--- src/rtl/gpx_pkg.sv ---
package gpx_pkg;
   localparam int BYTE_W = 8;
   localparam int SEL_W  = 2;

   typedef logic [SEL_W-1:0] gpx_sel_t;

   localparam gpx_sel_t SEL_IN  = 2'd0;
   localparam gpx_sel_t SEL_OUT = 2'd1;
   localparam gpx_sel_t SEL_POL = 2'd2;
   localparam gpx_sel_t SEL_DIR = 2'd3;

   typedef enum logic [2:0] {
      ST_IDLE,
      ST_ADDR,
      ST_ACK,
      ST_RX,
      ST_TX,
      ST_TXACK,
      ST_IGNORE
   } gpx_state_t;
endpackage

--- src/rtl/gpx_sync.sv ---
module gpx_sync #(
   parameter int            W       = 2,
   parameter int            STAGES  = 2,
   parameter logic [W-1:0]  RST_VAL = '1
) (
   input  logic         clk,
   input  logic         rst_n,
   input  logic [W-1:0] d_i,
   output logic [W-1:0] q_o
);
   logic [STAGES-1:0][W-1:0] pipe_q;

   always_ff @(posedge clk or negedge rst_n) begin
      if (!rst_n) pipe_q <= {STAGES{RST_VAL}};
      else        pipe_q <= {pipe_q[STAGES-2:0], d_i};
   end

   assign q_o = pipe_q[STAGES-1];
endmodule

--- src/rtl/gpx_regs.sv ---
module gpx_regs
   import gpx_pkg::*;
(
   input  logic              clk,
   input  logic              rst_n,
   input  logic              wr_en_i,
   input  gpx_sel_t          wr_sel_i,
   input  logic [BYTE_W-1:0] wr_data_i,
   input  gpx_sel_t          rd_sel_i,
   input  logic [BYTE_W-1:0] pin_lvl_i,
   output logic [BYTE_W-1:0] rd_data_o,
   output logic [BYTE_W-1:0] out_q_o,
   output logic [BYTE_W-1:0] dir_q_o
);
   logic [BYTE_W-1:0] out_q, pol_q, dir_q;
   logic [BYTE_W-1:0] in_view;

   always_ff @(posedge clk or negedge rst_n) begin
      if (!rst_n) begin
         out_q <= '1;
         pol_q <= '0;
         dir_q <= '1;
      end else if (wr_en_i) begin
         case (wr_sel_i)
            SEL_OUT: out_q <= wr_data_i;
            SEL_POL: pol_q <= wr_data_i;
            SEL_DIR: dir_q <= wr_data_i;
            default: ;
         endcase
      end
   end

   assign in_view = pin_lvl_i ^ pol_q;

   always_comb begin
      case (rd_sel_i)
         SEL_IN:  rd_data_o = in_view;
         SEL_OUT: rd_data_o = out_q;
         SEL_POL: rd_data_o = pol_q;
         default: rd_data_o = dir_q;
      endcase
   end

   assign out_q_o = out_q;
   assign dir_q_o = dir_q;


   reset_val_chk: assert property (@(posedge clk)
      !rst_n |=> (out_q == 8'hFF && pol_q == 8'h00 && dir_q == 8'hFF));


   input_wr_chk: assert property (@(posedge clk) disable iff (!rst_n)
      (wr_en_i && wr_sel_i == SEL_IN) |=> ($stable(out_q) && $stable(pol_q) && $stable(dir_q)));
endmodule

--- src/rtl/gpx_bus.sv ---
module gpx_bus
   import gpx_pkg::*;
#(
   parameter logic [6:0] DEV_ADDR = 7'h24
) (
   input  logic              clk,
   input  logic              rst_n,
   input  logic              scl_s_i,
   input  logic              sda_s_i,
   input  logic [BYTE_W-1:0] rd_data_i,
   output logic              wr_en_o,
   output gpx_sel_t          wr_sel_o,
   output logic [BYTE_W-1:0] wr_data_o,
   output gpx_sel_t          rd_sel_o,
   output logic              sda_low_o
);
   localparam int CNT_W = $clog2(BYTE_W + 1);
   localparam logic [CNT_W-1:0] CNT_FULL = CNT_W'(BYTE_W);
   localparam logic [CNT_W-1:0] CNT_LAST = CNT_W'(BYTE_W - 1);

   gpx_state_t        state_q;
   logic              scl_q, sda_q;
   logic [CNT_W-1:0]  cnt_q;
   logic [BYTE_W-1:0] rx_sh_q, tx_sh_q;
   logic              rd_mode_q, cmd_next_q, mack_q;
   gpx_sel_t          ptr_q;
   logic              scl_rise, scl_fall, start_c, stop_c;

   always_ff @(posedge clk or negedge rst_n) begin
      if (!rst_n) begin
         scl_q <= 1'b1;
         sda_q <= 1'b1;
      end else begin
         scl_q <= scl_s_i;
         sda_q <= sda_s_i;
      end
   end

   assign scl_rise = scl_s_i & ~scl_q;
   assign scl_fall = ~scl_s_i & scl_q;
   assign start_c  = scl_s_i & scl_q & sda_q & ~sda_s_i;
   assign stop_c   = scl_s_i & scl_q & ~sda_q & sda_s_i;

   always_ff @(posedge clk or negedge rst_n) begin
      if (!rst_n) begin
         state_q    <= ST_IDLE;
         cnt_q      <= '0;
         rx_sh_q    <= '0;
         tx_sh_q    <= '1;
         rd_mode_q  <= 1'b0;
         cmd_next_q <= 1'b0;
         mack_q     <= 1'b0;
         ptr_q      <= SEL_IN;
         wr_en_o    <= 1'b0;
         wr_data_o  <= '0;
      end else begin
         wr_en_o <= 1'b0;
         if (start_c) begin
            state_q <= ST_ADDR;
            cnt_q   <= '0;
         end else if (stop_c) begin
            state_q <= ST_IDLE;
         end else begin
            case (state_q)
               ST_ADDR, ST_RX: begin
                  if (scl_rise) begin
                     rx_sh_q <= {rx_sh_q[BYTE_W-2:0], sda_s_i};
                     cnt_q   <= cnt_q + 1'b1;
                  end else if (scl_fall && cnt_q == CNT_FULL) begin
                     cnt_q <= '0;
                     if (state_q == ST_ADDR) begin
                        if (rx_sh_q[BYTE_W-1:1] == DEV_ADDR) begin
                           state_q    <= ST_ACK;
                           rd_mode_q  <= rx_sh_q[0];
                           cmd_next_q <= ~rx_sh_q[0];
                        end else begin
                           state_q <= ST_IGNORE;
                        end
                     end else begin
                        state_q <= ST_ACK;
                        if (cmd_next_q) begin
                           ptr_q      <= rx_sh_q[SEL_W-1:0];
                           cmd_next_q <= 1'b0;
                        end else begin
                           wr_en_o   <= 1'b1;
                           wr_data_o <= rx_sh_q;
                        end
                     end
                  end
               end
               ST_ACK: begin
                  if (scl_fall) begin
                     cnt_q <= '0;
                     if (rd_mode_q) begin
                        state_q <= ST_TX;
                        tx_sh_q <= rd_data_i;
                     end else begin
                        state_q <= ST_RX;
                     end
                  end
               end
               ST_TX: begin
                  if (scl_fall) begin
                     if (cnt_q == CNT_LAST) begin
                        state_q <= ST_TXACK;
                     end else begin
                        tx_sh_q <= {tx_sh_q[BYTE_W-2:0], 1'b1};
                        cnt_q   <= cnt_q + 1'b1;
                     end
                  end
               end
               ST_TXACK: begin
                  if (scl_rise) begin
                     mack_q <= ~sda_s_i;
                  end else if (scl_fall) begin
                     cnt_q <= '0;
                     if (mack_q) begin
                        state_q <= ST_TX;
                        tx_sh_q <= rd_data_i;
                     end else begin
                        state_q <= ST_IGNORE;
                     end
                  end
               end
               default: ;
            endcase
         end
      end
   end

   assign sda_low_o = (state_q == ST_ACK) | ((state_q == ST_TX) & ~tx_sh_q[BYTE_W-1]);
   assign wr_sel_o  = ptr_q;
   assign rd_sel_o  = ptr_q;


   ack_stable_chk: assert property (@(posedge clk) disable iff (!rst_n)
      (state_q == ST_ACK && scl_s_i && scl_q && !start_c && !stop_c) |=> sda_low_o);


   hold_chk: assert property (@(posedge clk) disable iff (!rst_n)
      (scl_s_i && scl_q && !start_c && !stop_c) |=> $stable(sda_low_o));


   ign_exit_chk: assert property (@(posedge clk) disable iff (!rst_n)
      (state_q == ST_IGNORE) |=> (state_q == ST_IGNORE || state_q == ST_ADDR || state_q == ST_IDLE));
endmodule

--- src/rtl/i2c_gpio_expander.sv ---
module i2c_gpio_expander
   import gpx_pkg::*;
#(
   parameter logic [6:0] DEV_ADDR    = 7'h24,
   parameter int         PORT_W      = 8,
   parameter int         SYNC_STAGES = 2,
   parameter bit         PIN_SYNC    = 1'b1
) (
   input  logic              clk,
   input  logic              rst_n,
   input  logic              scl_i,
   input  logic              sda_i,
   output logic              sda_low_o,
   input  logic [PORT_W-1:0] pin_in_i,
   output logic [PORT_W-1:0] pin_out_o,
   output logic [PORT_W-1:0] pin_oe_o
);
   generate
      if (PORT_W != BYTE_W) begin : g_bad_width
         $error("PORT_W must equal the register byte width");
      end
      if (SYNC_STAGES < 2) begin : g_bad_sync
         $error("SYNC_STAGES must be at least 2");
      end
   endgenerate

   logic [1:0]        bus_s;
   logic [BYTE_W-1:0] pin_lvl, rd_data, out_q, dir_q, wr_data;
   logic              wr_en;
   gpx_sel_t          wr_sel, rd_sel;

   gpx_sync #(.W(2), .STAGES(SYNC_STAGES), .RST_VAL(2'b11)) u_bus_sync (
      .clk (clk), .rst_n (rst_n), .d_i ({scl_i, sda_i}), .q_o (bus_s)
   );

   generate
      if (PIN_SYNC) begin : g_pin_sync
         gpx_sync #(.W(BYTE_W), .STAGES(SYNC_STAGES), .RST_VAL('1)) u_pin_sync (
            .clk (clk), .rst_n (rst_n), .d_i (pin_in_i), .q_o (pin_lvl)
         );
      end else begin : g_pin_direct
         assign pin_lvl = pin_in_i;
      end
   endgenerate

   gpx_bus #(.DEV_ADDR(DEV_ADDR)) u_bus (
      .clk       (clk),
      .rst_n     (rst_n),
      .scl_s_i   (bus_s[1]),
      .sda_s_i   (bus_s[0]),
      .rd_data_i (rd_data),
      .wr_en_o   (wr_en),
      .wr_sel_o  (wr_sel),
      .wr_data_o (wr_data),
      .rd_sel_o  (rd_sel),
      .sda_low_o (sda_low_o)
   );

   gpx_regs u_regs (
      .clk       (clk),
      .rst_n     (rst_n),
      .wr_en_i   (wr_en),
      .wr_sel_i  (wr_sel),
      .wr_data_i (wr_data),
      .rd_sel_i  (rd_sel),
      .pin_lvl_i (pin_lvl),
      .rd_data_o (rd_data),
      .out_q_o   (out_q),
      .dir_q_o   (dir_q)
   );

   assign pin_out_o = out_q;
   assign pin_oe_o  = ~dir_q;
endmodule

--- config.mk ---
export PLATFORM = sky130hd
export DESIGN_NAME = i2c_gpio_expander
export DESIGN_NICKNAME = d
export VERILOG_FILES = /design/src/rtl/gpx_pkg.sv /design/src/rtl/gpx_sync.sv /design/src/rtl/gpx_regs.sv /design/src/rtl/gpx_bus.sv /design/src/rtl/i2c_gpio_expander.sv
export SDC_FILE = /design/constraint.sdc
export NUM_CORES = 1
export LEC_CHECK = 0
export ABC_AREA = 1
export BUFFER_PORTS_ARGS = -buffer_cell sky130_fd_sc_hd__buf_4
export CAP_MARGIN = 10
export CORE_ASPECT_RATIO = 0.7
export CORE_UTILIZATION = 45
export CTS_CLUSTER_SIZE = 20
export DETAILED_ROUTE_END_ITERATION = 10
export GPL_TIMING_DRIVEN = 0
export PLACE_DENSITY_LB_ADDON = 0.12
export REMOVE_ABC_BUFFERS = 1
export SLEW_MARGIN = 20
export SYNTH_ARGS = -nofsm -noshare
export SYNTH_HDL_FRONTEND = slang
export SYNTH_SLANG_ARGS = --single-unit
--- constraint.sdc ---
create_clock -name clk -period 1.8 [get_ports clk]
set_input_delay 0.36 -clock clk [delete_from_list [all_inputs] [get_ports clk]]
set_output_delay 0.36 -clock clk [all_outputs]
set_load 0.01 [all_outputs]
Word-level counts from Yosys, hierarchy flattened

Cells that the tools add are included.

Register bits: 83
Bits of input ports: 12
Output and inout port bits: 17

Add/sub/neg operators: 1
Equality and inequality tests: 31
Muxes and demuxes: 41
Bitwise operators: 22
Reduce and logical (&&, ||, !) cells: 18

Operators by type and width:

| cell                 | number |
|---|---|
| $mux W8              | 7 |
| $pmux W8 S3          | 2 |
| $mux W3              | 12 |
| $mux W4              | 8 |
| $ne A4 B1 Y1 const B | 6 |
| $reduce_and A7 Y1    | 3 |
| $pmux W4 S4          | 1 |
| $ne A2 B1 Y1 const B | 6 |
| $pmux W3 S4          | 1 |
| $reduce_and A6 Y1    | 2 |
| $not A1 Y1           | 11 |
| $reduce_and A10 Y1   | 1 |
| $mux W1              | 9 |
| $and A1 B1 Y1        | 8 |
| $ne A4 B4 Y1 const B | 2 |
| $not A8 Y8           | 1 |
| $reduce_and A4 Y1    | 2 |
| $reduce_and A8 Y1    | 1 |
| $xor A8 B8 Y8        | 1 |
| $eq A7 B6 Y1 const B | 1 |
| $eq A3 B2 Y1 const B | 2 |
| $eq A3 B3 Y1 const B | 2 |
| $ne A2 B2 Y1 const B | 3 |
| $reduce_and A2 Y1    | 3 |
| other kinds (17)     | 18 |

Logic depth before layout (Yosys ltp)

Gate-level depths: netlist of the first run.

Depth in word-level cells: 8
Depth in mapped cells: 12
Depth with buffers taken out: 12

By module

Synthesis of the first run repeated with hierarchy kept, for this count alone.

Cells, all modules: 472
Area total of the unflattened synthesis: 4097.7 µm²

By module, submodules not included:

| module                           | times used | cells an instance | area each (µm²) | sequential area each (µm²) |
|---|---|---|---|---|
| gpx_bus                          | 1          | 251               | 2049.5          | 988.4 |
| gpx_regs                         | 1          | 183               | 1417.6          | 620.6 |
| gpx_sync (g_pin_sync.u_pin_sync) | 1          | 24                | 480.5           | 420.4 |
| gpx_sync (u_bus_sync)            | 1          | 6                 | 120.1           | 105.1 |
| i2c_gpio_expander                | 1          | 8                 | 30.0            | 0.0 |

Least setup slack after synthesis of the first run

OpenSTA, ideal clock, no wires.

Path type: register to register
Start point: reg u_bus.scl_q
End point: reg u_bus.wr_data_o[2]
Library setup time: 117 ps
Arrival time: 1302 ps
Data required time: 1683 ps
Slack: 381 ps
Stages on the path, launching flop included: 9
Buffers on the path: 1
Clock period less this slack: 1419 ps
Cell sequence: dfstp_2 -> inv_1 -> nor2_2 -> nand3_1 -> inv_1 -> nand2_2 -> buf_6 -> o21ai_1 -> inv_1

Word-level cells in the longest chain between the ends: 5
Elaborated cells on any way between the ends: 13
Those cells by class: bitwise: 11; reduce/logical: 2

Ends and longest elaborated chain:

| item                                                  | RTL line                     | RTL |
|---|---|---|
| start: declaration                                    | gpx_bus.sv:22                | `logic scl_q, sda_q;` |
| start signal: assignment                              | gpx_bus.sv:34                | `scl_q <= scl_s_i;` |
| $and A1 B1 Y1                                         | gpx_bus.sv:41, gpx_bus.sv:42 |  |
| $and A1 B1 Y1, on equally long branches (2 in series) | gpx_bus.sv:41, gpx_bus.sv:42 |  |
| $not A1 Y1 (no source line)                           | n/a                          |  |
| $reduce_and A7 Y1 (no source line) *                  | n/a                          |  |
| end signal: assignment                                | gpx_bus.sv:86                | `wr_data_o <= rx_sh_q;` |
| end: declaration                                      | gpx_bus.sv:13                | `output logic [BYTE_W-1:0] wr_data_o,` |

Mark *: on every way between the ends. The rest lies on a longest branch, timed or not.
A chain may end at the register's enable or synchronous reset.

Worst setup path in the final report of the first run

Start point: reg u_bus.state_q[2]
End point: out sda_low_o

Word-level cells in the longest chain between the ends: 3
Elaborated cells on any way between the ends: 4
Those cells by class: eq/ne: 2; bitwise: 2

Ends and longest elaborated chain:

| item                     | RTL line                | RTL |
|---|---|---|
| start: declaration       | gpx_bus.sv:21           | `gpx_state_t state_q;` |
| start signal: assignment | gpx_bus.sv:46           | `state_q <= ST_IDLE;` |
| start signal: assignment | gpx_bus.sv:59           | `state_q <= ST_ADDR;` |
| start signal: assignment | gpx_bus.sv:62           | `state_q <= ST_IDLE;` |
| $eq A3 B3 Y1             | gpx_bus.sv:131          | `assign sda_low_o = (state_q == ST_ACK) \| ((state_q == ST_TX) & ~tx_sh_q[BYTE_W-1]);` |
| $and A1 B1 Y1            | gpx_bus.sv:131          |  |
| $or A1 B1 Y1 *           | gpx_bus.sv:131          |  |
| end: declaration         | i2c_gpio_expander.sv:13 | `output logic sda_low_o,` |

Marks and branches as above.

==> results by group, run 1 <==
Hold path
  – Hold/Removal Path Class: in2async

Job
  – Max cap viols: 0

Place
  – Pre-CTS setup slack: 0.0555 ns
  – Post-DP Area: 4050 um2
  – GPL Wtd Cong: 0.899
  – IO buf count: 28
  – Placed wire-length estimate: 5360 um
  – Placed insts: 559

Global route
  – Initial antenna violation count: 0
  – First-pass GRT wire length: 13200 um
  – Gr ovfl total: 0
  – Largest net degree at the start of global routing: 84
  – Total GRT Usage: 20.3%
  – Vias in the first global route: 2570

Clocking
  – H-tree depth: 3
  – Worst-case clock buffer depth: 2
  – TritonCTS Buffers: 9
  – Worst skew pair latency: 0.35 ns
  – CTS tree: built
  – CTS root buf: clkbuf_16
  – Total clock sinks: 83
  – Reg clk slew, reported paths: 0.06 ns
  – Hold bufs inserted after CTS: 0

Timing
  – Fin Hold WS: 0.0665 ns
  – Count of pins over their slew limit: 0
  – Final Skew: 0.00739 ns
  – Setup_tns: 0 ns
  – Slew @ Worst Pin: 0.738 ns
  – Slew Limit Headroom: 50.8%
  – Finish-stage setup viols: 0
  – Ratio of final minimum period to clock period: 95.6%
  – Final hold viol count: 0
  – Min Tclk post-route: 1.72 ns
  – Setup ws final: 0.0797 ns
  – FMAX: 581 MHz
  – RSZ-0062 raised after global routing: true

Pwr
  – Combinational power share: 22.9%
  – Tot Pwr: 5.47 mW
  – Sw Share: 31.9%
  – Leak pwr: 2.08 nW
  – Pwr Density: 1250 nW/um2
  – P_sw: 1.74 mW
  – Clock power share: 33.4%
  – Pint: 3.73 mW
  – Maximum vdd drop: 0.574 mV
  – Seq pwr share: 43.7%

Critical path
  – Critical path type: reg2out
  – R2R depth: 11
  – CP endpoint kind: output pin
  – Worst R2R End: u_bus.state_q[2]
  – WP data arrival: 1.36 ns
  – CP max-delay cell: dfrtp_1
  – Worst R2R Start: u_bus.state_q[0]
  – Buffers plus inverters on the worst setup path: 2
  – R2r setup slk: 0.15 ns
  – Critical Path Start Type: flip-flop
  – Crit path cell chain: inv_2 -> nand3_2 -> o21ai_1 -> buf_4
  – CP Data Required Time: 1.44 ns
  – Top Family by Delay on Critical Path: flip-flops
  – Largest stage delay, worst path: 0.45 ns
  – Worst-path fanout max: 6

Synth
  – Number of synthesized flops with an enable pin: 0
  – Seq/Total Area, Yosys: 56.9%
  – Synth Cell Area: 3750 um2
  – Syn Inst Count: 436
  – Largest cells by area after synthesis: dfstp_2, dfrtp_1, nand2_1
  – Post-synth top area share: 32.2%
  – Syn Area/Cell: 8.60 um2
  – Synth Register Bits: 83
  – Asr flop ratio synth: 100%
  – Leading area contributor after synthesis: dfstp_2
  – Synthesis Warnings: 0
  – Post-synth top flop: dfstp_2
  – Yosys cell types: 28

Cells and area
  – Antenna diodes: 0
  – Core Util, Final: 54.9%
  – # nets final: 485
  – Multi-input logic area: 1380 um2
  – Layout cells sized above 1: 27.5%
  – Sequential cell area: 2130 um2
  – Fin cells: 577
  – Layout area overhead: 16.7%
  – Fill count: 750
  – Design area: 4370 um2

Run status
  – Status: finished, violations left
  – Failing checks: design-rule violations

Floorplanning
  – Die width: 111 um
  – Die height: 78.4 um
  – DIE AREA: 8710 um2
  – Core area: 7970 um2
  – Starting Density: 47.0%
  – # IOs: 29
  – Row cnt: 27

Route
  – Iter 0 DRT Violations: 237
  – Antenna-violating nets left: 0
  – Via count: 2813
  – Avg Vias per Cell: 4.88
  – Drt first pass iters: 8
  – Residual DRC: 8
  – Routed WL per cell: 13.5 um
  – Routed WL: 7770 um
[cells in the mapped netlist, types with 3 or more instances]
master	number
or2_2	9
inv_2	8
nor2_1	20
dfstp_2	46
nor2_2	5
dfrtp_1	37
a21oi_1	3
nand3_1	27
nand4_1	8
buf_2	5
nand2_1	152
o21ai_1	20
inv_1	46
nand2_2	8
o21ai_0	26
[logic make-up (layout without fill, tap and decap cells)]
| logic type | after synthesis | count (layout) | synth area share [%] |
|---|---|---|---|
| xor gates and xnor gates | 2 | 2 | 0.467 |
| buffers and inverters | 61 | 101 | 6.61 |
| AOI/OAI and AO/OA | 52 | 52 | 7.17 |
| adders and majority gates | 2 | 2 | 0.667 |
| and+or+nand+nor | 236 | 236 | 28.2 |
| DFF | 83 | 83 | 56.9 |
[sequential cells by signal, summed over array words and instances (netlist names), 3 cells and up]
| register | count |
|---|---|
| g_pin_sync.u_pin_sync.pipe_q | 8 |
| g_pin_sync.u_pin_sync.q_o | 8 |
| u_bus.rx_sh_q | 8 |
| u_bus.tx_sh_q | 8 |
| u_bus.wr_data_o | 8 |
| u_regs.dir_q_o | 8 |
| u_regs.out_q_o | 8 |
| u_regs.pol_q | 8 |
| u_bus.cnt_q | 4 |
| u_bus.state_q | 3 |
[cell type report]
type / instances / area share, %
flip-flops and latches: 83 / 48.8
multi-input cells: 292 / 31.5
clock buffers: 11 / 5.55
repair buffers: 30 / 5.23
inverters: 55 / 4.83
well taps: 101 / 2.89
clock inverters: 5 / 1.20
[worst max path at each step]
stage                             to  cells after the start  slack, ns             start
global placement    u_bus.state_q[0]                     10       0.03  u_bus.state_q[0]
finish                     sda_low_o                      4       0.08  u_bus.state_q[2]
detailed placement  u_bus.state_q[0]                     10       0.06  u_bus.state_q[0]
floorplan             u_bus.cnt_q[2]                      8       0.40       u_bus.scl_q
global route               sda_low_o                      4     -0.005  u_bus.state_q[0]
CTS                        sda_low_o                      4       0.07  u_bus.state_q[2]
[layout by cell type (no fill, tap or decap), drive strengths merged, types with 2 or more instances in the layout]
cell type and n:
a21oi 3, buf 30, clkbuf 11, clkinv 4, dfrtp 37, dfstp 46, ha 2, inv 54
nand2 160, nand3 28, nand4 9, nor2 27, o21a 2, o21ai 47, or2 9
[layer usage]
metal	share of wire (%)	global-route usage, %
met5	0	0
met3	5.3	6.49
met4	1.4	7.70
met1	53	29.8
met2	40	27.5
[power groups by stage]
| stage | Combinational, mW | Sequential (mW) | Clock (mW) |
|---|---|---|---|
| 6_report | 1.25 | 2.39 | 1.83 |
| 3_5_place_dp | 1.21 | 2.41 | 0 |
| 3_3_place_gp | 1.20 | 2.41 | 0 |
| 5_1_grt | 1.47 | 2.42 | 1.96 |
| 2_1_floorplan | 0.918 | 2.36 | 0 |
| 4_1_cts | 1.25 | 2.39 | 1.88 |
[what timing repair did]
item,4_1_cts,5_1_grt
gates cloned,0,0
gates resized for setup,2,4
setup endpoints to repair,1,12
pin swaps,0,0
buffers inserted,2,0
(Power assumes the default switching activity.)
==> run 2: changes to the inputs <==
--- a/config.mk
+++ b/config.mk
@@ -14,8 +14,10 @@
 export DETAILED_ROUTE_END_ITERATION = 10
 export GPL_TIMING_DRIVEN = 0
 export PLACE_DENSITY_LB_ADDON = 0.12
+export RECOVER_POWER = 25
 export REMOVE_ABC_BUFFERS = 1
 export SLEW_MARGIN = 20
 export SYNTH_ARGS = -nofsm -noshare
 export SYNTH_HDL_FRONTEND = slang
+export SYNTH_HIERARCHICAL = 1
 export SYNTH_SLANG_ARGS = --single-unit
==> run 2 against run 1 <==
The run now ends clean. Via count increased by 6.8%. Synthesized area increased by 9.3%. Die area increased by 9.1%. Hold slack improved by 0.055 ns. Flip-flop and latch count unchanged. Synthesized cell count increased by 8.3%. Register-to-register slack improved by 0.02 ns. Largest cell class unchanged.
==> results by group, run 2 <==
Run status
  – Status: completed

Critical path
  – Largest stage delay, worst path: 0.47 ns
  – Buffers plus inverters on the worst setup path: 2
  – Critical Path Start Type: flip-flop
  – WP data arrival: 1.33 ns
  – Critical path type: reg2out
  – Worst-path fanout max: 6
  – CP endpoint kind: output pin
  – CP max-delay cell: dfrtp_1
  – CP Data Required Time: 1.44 ns
  – Top Family by Delay on Critical Path: flip-flops
  – Crit path cell chain: inv_2 -> nand3_4 -> o21ai_0 -> buf_4

Synth
  – Post-synth top flop: dfstp_2
  – Top cells by count, synth: nand2_1, inv_1, nand3_1
  – Syn Area/Cell: 8.68 um2
  – Largest family of logic cells by synthesized area: simple AND/OR/NAND/NOR gates
  – Synth Register Bits: 83
  – Mux cell area share after synthesis: 1.71%
  – Asr flop ratio synth: 100%
  – Seq/Total Area, Yosys: 52.1%
  – Synth Area in Simple Gates: 24.0%
  – Compound-Gate Fraction of Synth Area: 10.2%
  – Yosys cell types: 29
  – Synth Area in Adders: 0.611%
  – Post-synth top area share: 29.5%
  – Syn Inst Count: 472
  – Leading area contributor after synthesis: dfstp_2
  – Number of synthesized flops with an enable pin: 0
  – Synthesis Warnings: 6
  – Count leader, synth: nand2_1
  – Synth Cell Area: 4100 um2
  – Largest cells by area after synthesis: dfstp_2, dfrtp_1, nand2_1
  – Synth Area in XOR/XNOR: 0.427%

Timing
  – FMAX: 590 MHz
  – Final Skew: 0.00589 ns
  – Finish-stage setup viols: 0
  – Setup ws final: 0.106 ns
  – Slew @ Worst Pin: 1.15 ns
  – Final hold viol count: 0
  – RSZ-0062 raised after global routing: false
  – Min Tclk post-route: 1.69 ns
  – Setup_tns: 0 ns
  – Ratio of final minimum period to clock period: 94.1%
  – Slew Limit Headroom: 23.1%
  – Count of pins over their slew limit: 0

Route
  – Routed WL: 8420 um
  – Iter 0 DRT Violations: 153
  – Drt first pass iters: 4
  – Antenna-violating nets left: 0
  – Residual DRC: 0
  – Via count: 3003
  – Avg Vias per Cell: 4.85
  – Routed WL per cell: 13.6 um

Place
  – IO buf count: 28
  – GPL Wtd Cong: 0.830
  – Pre-CTS setup slack: -0.294 ns
  – Placed wire-length estimate: 5750 um
  – Post-DP Area: 4300 um2

Floorplanning
  – Die width: 116 um
  – # IOs: 29
  – Core area: 8650 um2
  – Die height: 81.8 um
  – DIE AREA: 9500 um2
  – Starting Density: 47.4%
  – Row cnt: 28

Global route
  – Vias in the first global route: 2706
  – Total GRT Usage: 19.7%
  – First-pass GRT wire length: 13700 um
  – Initial antenna violation count: 0
  – Largest net degree at the start of global routing: 84
  – Gr ovfl total: 0

Cells and area
  – Layout cells sized above 1: 31.3%
  – Most common cell after layout, fill and taps aside: nand2_1
  – Commonest non-fill, non-tap cells in the layout: nand2_1, inv_1, nand3_1
  – Core Util, Final: 54.0%
  – Layout area overhead: 14.1%
  – # nets final: 508
  – Antenna diodes: 0
  – Design area: 4670 um2
  – Fill count: 821

Pwr
  – Pwr Density: 1230 nW/um2
  – Leak pwr: 2.12 nW
  – Maximum vdd drop: 0.518 mV
  – Tot Pwr: 5.75 mW

Clocking
  – Worst skew pair latency: 0.34 ns
  – TritonCTS Buffers: 9
  – Worst-case clock buffer depth: 2
  – CTS tree: built
  – CTS root buf: clkbuf_16
  – H-tree depth: 3
  – Total clock sinks: 83
  – Reg clk slew, reported paths: 0.06 ns

Hold path
  – Hold/Removal Path Class: in2reg

Job
  – Max cap viols: 0
==> run 2: changes by cell type in the layout (fill, tap and decap cells not counted), moves of 3 or more <==
cell,before,now
nand3_4,0,3
buf_4,29,20
mux2i_1,0,7
or2_2,9,0
nand3_1,26,53
o21ai_0,23,16
nand4_1,8,2
o21ai_2,1,27
o21ai_1,23,15
clkbuf_4,0,10
nor2_1,19,11
inv_1,46,64
nand2_1,151,128
==> run 2: metal layers <==
metal / routed length [um] / track usage (%) / vias up
met2: 3650 / 28.1 / 69
met4: 42 / 4.87 / 0
met1: 4280 / 28.5 / 1409
li1: - / - / 1521
met5: 0 / 0 / -
met3: 443 / 6.49 / 4
==> run 2: path summary, 6_finish.rpt <==
check | from | to | slack [ns] | cells after the start
worst max-delay path | u_bus/state_q[1] | sda_low_o | 0.11 | 4
worst min register to register | g_pin_sync.u_pin_sync/pipe_q[3] | g_pin_sync.u_pin_sync/q_o[3] | 0.36 | 0
worst max register to register | u_bus/state_q[1] | u_bus/tx_sh_q[7] | 0.17 | 9
max in group asynchronous | rst_n | u_bus/tx_sh_q[0] | 0.72 | 2
min in group asynchronous | rst_n | u_regs/pol_q[2] | 0.24 | 1
worst min-delay path | pin_in_i[2] | g_pin_sync.u_pin_sync/pipe_q[2] | 0.12 | 1
==> run 2: through the flow <==
step | std cells | hold slack (ns)
floorplan | 451 | 0.0644
global placement | 599 | 0.346
detailed placement | 599 | 0.347
CTS | 617 | 0.103
global route | 619 | 0.0995
finish | 619 | 0.121
==> run 2: power breakdown <==
group / leakage, nW / total (mW) / switching [mW] / internal [mW]
clock: 0.146 / 1.88 / 0.783 / 1.09
combinational: 0.989 / 1.50 / 0.969 / 0.529
sequential: 0.984 / 2.37 / 0.192 / 2.18
==> run 2: cell type report <==
cell class | instances | area [um2] | share of cell area, %
sequential | 83 | 2140 | 45.7
multi-input combinational | 292 | 1550 | 33.1
clock inverter | 6 | 72.6 | 1.55
inverter | 76 | 287 | 6.13
timing repair buffer | 32 | 250 | 5.35
tap | 120 | 150 | 3.21
clock buffer | 10 | 229 | 4.90
==> run 2: worst register-to-register path: cells and delay by family (launching register included) <==
family / cells / cell delay (ns)
flip-flops: 1 / 0.47
AND/OR/NAND/NOR: 6 / 0.76
AO/OA/AOI/OAI: 2 / 0.18
buffers and inverters: 1 / 0.16
==> run 2: cells by family after synthesis <==
family / after synthesis
simple gates: 218
buf+inv: 97
flops: 83
compound gates: 63
mux: 7
xor+xnor: 2
fa+ha+maj: 2
==> run 2: what timing repair did <==
action,in CTS,in global routing
hold buffers,0,0
resized for setup,3,7
cloned,0,0
pin swaps,1,0
buffers inserted,2,1
endpoints found under the setup margin,16,14
==> run 3: changes to the inputs <==
--- a/config.mk
+++ b/config.mk
@@ -9,6 +9,7 @@
 export BUFFER_PORTS_ARGS = -buffer_cell sky130_fd_sc_hd__buf_4
 export CAP_MARGIN = 10
 export CORE_ASPECT_RATIO = 0.7
+export CORE_MARGIN = 10
 export CORE_UTILIZATION = 45
 export CTS_CLUSTER_SIZE = 20
 export DETAILED_ROUTE_END_ITERATION = 10
==> constraint.sdc (replaced) <==
create_clock -name clk -period 1.8 [get_ports clk]
set_input_delay 0.54 -clock clk [delete_from_list [all_inputs] [get_ports clk]]
set_output_delay 0.54 -clock clk [all_outputs]
set_load 0.01 [all_outputs]
==> run 3 against run 2 <==
Final area grew 1.1%. Via count grew 2.0%. Clock power is essentially flat. Routed wire length grew 3.4%. Critical path type unchanged. Critical endpoint unchanged. Largest cell class unchanged. Highest routed layer unchanged.
==> results by group, run 3 (synthesized netlist as in run 2, its figures left out) <==
Floorplanning
  – Die height: 99.8 um
  – Row cnt: 29
  – # IOs: 29
  – DIE AREA: 13400 um2
  – Die width: 134 um
  – Core area: 8960 um2
  – Starting Density: 45.7%

Clocking
  – H-tree depth: 3
  – Total clock sinks: 83
  – Worst-case clock buffer depth: 2
  – Hold bufs inserted after CTS: 0
  – CTS root buf: clkbuf_16
  – Worst skew pair latency: 0.34 ns
  – TritonCTS Buffers: 9
  – Reg clk slew, reported paths: 0.06 ns
  – CTS tree: built

Critical path
  – Worst-path fanout max: 4
  – CP Data Required Time: 1.26 ns
  – WP data arrival: 1.22 ns
  – CP endpoint kind: output pin
  – Worst R2R End: u_bus/tx_sh_q[2]
  – R2r setup slk: 0.16 ns
  – Critical path type: reg2out
  – R2R depth: 10
  – Worst R2R Start: u_bus/state_q[1]
  – Critical Path Start Type: flip-flop

Global route
  – Gr ovfl total: 0
  – Initial antenna violation count: 0
  – Total GRT Usage: 13.9%
  – First-pass GRT wire length: 14800 um
  – Largest net degree at the start of global routing: 84
  – Vias in the first global route: 2932

Pwr
  – Tot Pwr: 5.88 mW
  – Maximum vdd drop: 0.558 mV
  – Leak pwr: 2.13 nW
  – Pwr Density: 1240 nW/um2

Cells and area
  – Layout area overhead: 15.4%
  – Most common cell after layout, fill and taps aside: nand2_1
  – Commonest non-fill, non-tap cells in the layout: nand2_1, inv_1, nand3_1
  – # nets final: 513
  – Fin cells: 628
  – Layout cells sized above 1: 32.9%
  – Antenna diodes: 0

Timing
  – RSZ-0062 raised after global routing: true
  – FMAX: 568 MHz
  – Fin Hold WS: 0.240 ns
  – Setup_tns: 0 ns
  – Min Tclk post-route: 1.76 ns
  – Setup ws final: 0.0392 ns
  – Final hold viol count: 0
  – Finish-stage setup viols: 0
  – Slew @ Worst Pin: 0.729 ns
  – Ratio of final minimum period to clock period: 97.8%
  – Slew Limit Headroom: 51.4%
  – Count of pins over their slew limit: 0
  – Final Skew: 0.00613 ns

Route
  – Drt first pass iters: 6
  – Routed WL per cell: 13.9 um
  – Avg Vias per Cell: 4.88
  – Iter 0 DRT Violations: 245
  – Antenna-violating nets left: 0
  – Residual DRC: 0
  – Routed WL: 8710 um
  – Via count: 3064

Run status
  – Status: completed

Place
  – Placed wire-length estimate: 5960 um
  – GPL Wtd Cong: 0.859
  – Placed insts: 603
  – IO buf count: 28
  – Pre-CTS setup slack: -0.421 ns

Hold path
  – Hold/Removal Path Class: in2async

Job
  – Max cap viols: 0
## run 3: cell types whose count changed in the layout (fill, tap and decap cells not counted), sizes merged
cell / previous run / this run
clkbuf: 21 / 19
buf: 21 / 27
inv: 77 / 75
clkinvlp: 1 / 4
## run 3: cell type report
type                    instances  area, um2
fillers                       876       4240
clock inverters                 7       77.6
clock buffers                   9        225
inverters                      76        289
multi-input cells             292       1560
flip-flops and latches         83       2140
well taps                     124        155
repair buffers                 37        285
## run 3: timing repair
item / CTS / global route
pin swaps: 1 / 1
setup endpoints to repair: 16 / 24
endpoints found under the hold margin: 0 / 0
buffers inserted: 7 / 2
cloned: 0 / 0
gates resized for setup: 9 / 7
## run 3: through the flow
stage	util (%)	instance area, um2
global placement	48.0	4300
finish	52.7	4730
CTS	52.3	4690
detailed placement	48.0	4300
global route	52.7	4730
floorplan	-	3940
## run 3: worst max path at each step
| stage | end | slack [ns] | depth (start not counted) | startpoint |
|---|---|---|---|---|
| CTS | sda_low_o | 0.005 | 4 | u_bus/state_q[2] |
| floorplan | sda_low_o | -0.07 | 3 | u_bus/state_q[1] |
| finish | sda_low_o | 0.04 | 4 | u_bus/state_q[1] |
| global placement | sda_low_o | -0.37 | 4 | u_bus/state_q[1] |
| global route | sda_low_o | -0.03 | 4 | u_bus/state_q[1] |
| detailed placement | sda_low_o | -0.42 | 4 | u_bus/state_q[1] |
## run 3: per-layer routing
metal	GRT usage [%]	part of all wire [%]	vias to the layer above
met4	3.75	1.2	0
li1	-	-	1535
met3	5.09	5.6	11
met2	20.6	44	69
met1	18.9	49	1449
met5	0	0	-
## run 3: power by group
group | switching [mW] | leakage, nW | internal [mW] | total, mW
Combinational | 1.04 | 1.01 | 0.623 | 1.67
Clock | 0.771 | 0.134 | 1.08 | 1.85
Sequential | 0.173 | 0.981 | 2.18 | 2.36
## run 3: critical path, stage by stage, from the launching register on
cell,delay [ns]
dfrtp_2,0.46
inv_4,0.08
nand3_4,0.07
o21ai_2,0.13
buf_4,0.13
